### src/rtl/dram_burst_seq.sv
module dram_burst_seq #(
  parameter int ROW_W         = 8,
  parameter int CNT_W         = 4,
  parameter int BEATS         = 4,
  parameter int EDO_HIT       = 7,
  parameter int EDO_MISS      = 10,
  parameter int EDO_GAP       = 2,
  parameter int FPM_FAST_HIT  = 7,
  parameter int FPM_FAST_MISS = 10,
  parameter int FPM_FAST_GAP  = 4,
  parameter int FPM_SLOW_HIT  = 6,
  parameter int FPM_SLOW_MISS = 8,
  parameter int FPM_SLOW_GAP  = 3
) (
  input  logic             clk,
  input  logic             rst_n,
  input  logic             req_valid,
  input  logic [ROW_W-1:0] req_row,
  input  logic             use_tracker,
  input  logic             ext_hit,
  input  logic             mem_edo,
  input  logic             bus_fast,
  output logic             busy,
  output logic             data_rdy,
  output logic             burst_done,
  output logic             hit_taken
);
  localparam int BEAT_W = (BEATS > 1) ? $clog2(BEATS) : 1;
  localparam logic [BEAT_W-1:0] LAST = BEAT_W'(BEATS - 1);
  localparam logic [CNT_W-1:0]  ONE  = CNT_W'(1);

  logic [ROW_W-1:0]  open_row;
  logic              row_valid;
  logic [CNT_W-1:0]  cnt, gap_q, first_lat, gap_lat;
  logic [BEAT_W-1:0] beat;

  wire accept  = req_valid && !busy;
  wire hit_now = use_tracker ? (row_valid && req_row == open_row) : ext_hit;

  always_comb begin
    if (mem_edo) begin
      first_lat = hit_now ? CNT_W'(EDO_HIT) : CNT_W'(EDO_MISS);
      gap_lat   = CNT_W'(EDO_GAP);
    end else if (bus_fast) begin
      first_lat = hit_now ? CNT_W'(FPM_FAST_HIT) : CNT_W'(FPM_FAST_MISS);
      gap_lat   = CNT_W'(FPM_FAST_GAP);
    end else begin
      first_lat = hit_now ? CNT_W'(FPM_SLOW_HIT) : CNT_W'(FPM_SLOW_MISS);
      gap_lat   = CNT_W'(FPM_SLOW_GAP);
    end
  end

  always_ff @(posedge clk or negedge rst_n) begin
    if (!rst_n) begin
      open_row  <= '0;
      row_valid <= 1'b0;
      hit_taken <= 1'b0;
    end else if (accept) begin
      open_row  <= req_row;
      row_valid <= 1'b1;
      hit_taken <= hit_now;
    end
  end

  always_ff @(posedge clk or negedge rst_n) begin
    if (!rst_n) begin
      busy       <= 1'b0;
      cnt        <= '0;
      gap_q      <= '0;
      beat       <= '0;
      data_rdy   <= 1'b0;
      burst_done <= 1'b0;
    end else begin
      data_rdy   <= 1'b0;
      burst_done <= 1'b0;
      if (accept) begin
        busy  <= 1'b1;
        cnt   <= first_lat - ONE;
        gap_q <= gap_lat;
        beat  <= '0;
      end else if (busy) begin
        if (cnt == '0) begin
          data_rdy <= 1'b1;
          cnt      <= gap_q - ONE;
          if (beat == LAST) begin
            burst_done <= 1'b1;
            busy       <= 1'b0;
            beat       <= '0;
          end else begin
            beat <= beat + BEAT_W'(1);
          end
        end else begin
          cnt <= cnt - ONE;
        end
      end
    end
  end
endmodule

### config.mk
export PLATFORM = sky130hd
export DESIGN_NAME = dram_burst_seq
export DESIGN_NICKNAME = d
export VERILOG_FILES = /design/src/rtl/dram_burst_seq.sv
export SDC_FILE = /design/constraint.sdc
export NUM_CORES = 1
export LEC_CHECK = 0
export BUFFER_PORTS_ARGS = -buffer_cell sky130_fd_sc_hd__buf_2
export CAP_MARGIN = 20
export CORE_MARGIN = 3
export CORE_UTILIZATION = 29
export DETAILED_ROUTE_END_ITERATION = 6
export GPL_ROUTABILITY_DRIVEN = 0
export PLACE_DENSITY = 0.49
export SYNTH_ARGS = -nofsm -noshare
export SYNTH_HDL_FRONTEND = slang
export SYNTH_SLANG_ARGS = --single-unit
export TNS_END_PERCENT = 10
### constraint.sdc
create_clock -name clk -period 3.9 [get_ports clk]
set_clock_uncertainty 0.1 [all_clocks]
set_input_delay 0.585 -clock clk [delete_from_list [all_inputs] [get_ports clk]]
set_output_delay 0.585 -clock clk [all_outputs]
set_load 0.03 [all_outputs]
==> reports/qor.txt <==
===============================================================================
Cell Area, Placed ................................................     1311 µm²
Row Count ........................................................           22
Residual overflow from global routing ............................            0
X dimension of the die ...........................................     69.48 µm
Estimated wirelength of the detail-placed design .................      1704 µm
Chip height ......................................................     69.48 µm
Wire length after detailed routing ...............................      2269 µm
Hold WC Path Type ................................................ input pin to async pin
Setup tns final ..................................................         0 ns
Post-synthesis cell type with the largest combined area ..........      dfrtp_1
Critical Path Source Type ........................................         flop
Final period util ................................................       0.5863
Cell at the root of the clock tree ...............................     clkbuf_8
Netlist area before placement ....................................     1169 µm²
Final Slew Violations ............................................            0
Final Hold Fails .................................................            0
Total power ......................................................  0.0009997 W
Share of cells above drive strength 1 ............................       0.2319
Combined buffer and inverter count along the critical path .......            1
Reg-to-reg setup timing slack ....................................      1.61 ns
Standard cell core area ..........................................     3771 µm²
Number of remaining DRC errors ...................................            0
VDD IR-drop max ..................................................    0.2145 mV
Net count after synthesis ........................................          135
Critical Path AT .................................................      2.33 ns
Worst path depth .................................................            9
Die outline area .................................................     4827 µm²
Top-level I/O count ..............................................           19
Number of antenna-violating nets in the routed design ............            0
End of the worst register-to-register path .......................       cnt[2]
Initial DRC Count ................................................           33
RSZ-0062 raised after global routing .............................           no
Pin count of the biggest net entering global routing .............           23
Clock buffer count from CTS ......................................            3
Antenna cells ....................................................            0
Type of destination of the critical path .........................         flop
Number of distinct library cells after synthesis .................           36
Power density over the cells ..................................... 723.1 nW/µm²
DR vias ..........................................................          874
Initial antenna violation count ..................................            0
Number of I/O port buffers .......................................           18
Number of nets in the final layout ...............................          156
Critical path's largest stage delay ..............................      0.62 ns
CTS tree .........................................................         done
Hold buffer count at CTS .........................................            0
Wirelength per Cell ..............................................     12.20 µm
Final setup violation count ......................................            0
Number of cells traversed by the worst register-to-register path .            9
Critical Path Start ..............................................         busy
Gates resized, CTS repair ........................................            0
Area of all placed cells without fillers .........................     1383 µm²
Actual transition at the worst max-transition pin ................    0.5043 ns
Number of buffers added for setup after CTS ......................            0
Post-route worst hold slack ......................................    0.1833 ns
First-pass GRT wire length .......................................      4050 µm
Proportion of netlist area held by the largest area contributor ..       0.4711
Area growth syn-to-layout ........................................       18.31%
Setup crit end ...................................................       cnt[2]
Reg2Reg Launch Point .............................................         busy
Synth Register Bits ..............................................           22
Shortest clock period the worst path allows after layout .........     2.287 ns
Clock transition at path regs ....................................      0.08 ns
Largest driver fanout on the critical path .......................           18
Result of the run ................................................ complete, no violations
Pre-Repair DR Iteration Count ....................................            4
Required time worst endpoint .....................................      3.94 ns
Detailed-route vias per instance .................................        4.699
Yosys warns ......................................................            0
Initial standard-cell utilization of the core ....................       0.3099
Worst-skew pair later-pin latency ................................      0.26 ns
Leakage dissipation ..............................................    0.6892 nW
CTS sink count ...................................................           22
Average cell area after synthesis ................................    9.904 µm²
Overall global routing resource usage ............................       0.1035
Worst path cell trace ............................................ nand2b_1 -> buf_4 -> a311oi_2 -> a211o_1 -> ha_1 -> nand3b_1 -> o21ai_0 -> a22oi_1 -> o21ai_1
Vias in the first global route ...................................          906
Family with the most delay on the worst path ..................... compound AO/OA/AOI/OAI gates
Count of maximum capacitance violations ..........................            0
Sequential element share of the synthesized area .................       0.4711
Crit-path slowest cell ...........................................      dfrtp_1
Critical Setup Path Class ........................................ flop to flop
Max Root-Sink Buffers ............................................            2
H-tree levels ....................................................            1
Largest cells by area after synthesis ............................ dfrtp_1 (47%), nand2_1 (9.0%), xor2_1 (6.7%), mux2i_1 (2.6%), nor2_1 (2.6%)
Post-Synthesis Cells .............................................          118
Upper clock frequency limit ......................................   0.4373 GHz
Worst slew slack as a fraction of its limit ......................       0.6638
===============================================================================
## where the power goes
part | internal (W) | leakage [nW] | total (W) | switching [W]
clock network | 0.000137 | 0.0357 | 0.000210 | 0.0000735
registers | 0.000332 | 0.268 | 0.000412 | 0.0000793
logic | 0.000167 | 0.386 | 0.000377 | 0.000210
total | 0.000637 | 0.689 | 0.00100 | 0.000363
## placed cells by master (no fill, tap or decap), drive strengths merged
cell	synthesis	final
nor3b	1	1
a31oi	2	2
a21oi	1	1
and2b	1	1
nand3	4	4
a22oi	1	1
a21o	2	2
nand2b	4	4
nor2b	1	1
xor2	9	9
or2	1	1
nor4	1	1
mux2	1	1
dfrtp	22	22
a211o	1	1
mux2i	3	3
o21ai	4	4
a311oi	2	2
nor2	9	9
bufinv	0	1
ha	2	2
o22ai	1	1
nand2	28	28
and3	1	1
nand3b	3	3
inv	3	3
nor4b	1	1
and2	2	2
o31ai	1	1
clkbuf	3	3
buf	1	20
nor3	2	2
## stage by stage
stage | utilization | cells | setup slack [ns]
after CTS | 0.3666 | 186 | 1.644
after floorplan | - | 118 | 1.611
after detailed placement | 0.3477 | 182 | 1.367
final | 0.3666 | 186 | 1.613
after global placement | 0.3477 | 182 | 1.435
after global routing | 0.3666 | 186 | 1.462
## how the worst min path moves through the flow
stage,endpoint,start
final,beat[0],rst_n
after global routing,burst_done,rst_n
after global placement,row_valid,row_valid
after CTS,burst_done,rst_n
after floorplan,beat[0],rst_n
after detailed placement,row_valid,row_valid
## sequential cells by signal, summed over array words and instances, names as in the netlist
signal      count
cnt             4
open_row        8
gap_q           3
burst_done      1
hit_taken       1
busy            1
beat            2
data_rdy        1
row_valid       1
## area by class of cell
type	count	area [µm²]
flip-flops and latches	22	550.5
clock inverters	1	30.03
well taps	48	60.06
clock buffers	3	41.29
repair buffers	20	105.1
multi-input cells	89	584.3
fillers	383	2389
inverters	3	11.26
## Yosys cell counts
master     n
o31ai_1    1
a211o_1    1
nand3b_1   3
a311oi_1   1
ha_1       2
o22ai_1    1
a21oi_1    1
nor2_1     8
buf_6      1
nor4_4     1
a22oi_1    1
clkbuf_1   3
nor3_4     1
xor2_1     9
nand2b_1   4
and2_1     2
dfrtp_1   22
inv_2      1
inv_1      2
nand2_1   28
o21ai_0    3
nor3b_1    1
a21o_1     2
nand3_1    4
a31oi_1    2
nor4b_4    1
a311oi_2   1
and2b_4    1
nor2_4     1
o21ai_1    1
nor3_1     1
and3_1     1
mux2_4     1
or2_1      1
mux2i_1    3
nor2b_1    1
## logic make-up after synthesis
kind of cell    Yosys count  share of synthesized area
buf+inv                   7                    0.02891
flops                    22                     0.4711
simple gates             59                     0.2816
mux                       4                    0.03854
fa+ha+maj                 2                    0.02141
compound gates           15                    0.09100
xor+xnor                  9                    0.06746
## per-layer routing
layer	global-route usage	wire length, µm
met5	0	0
met4	0.04121	25
met3	0.02609	121
met2	0.1663	1046
met1	0.1326	1075
(Power assumes the default switching activity.)
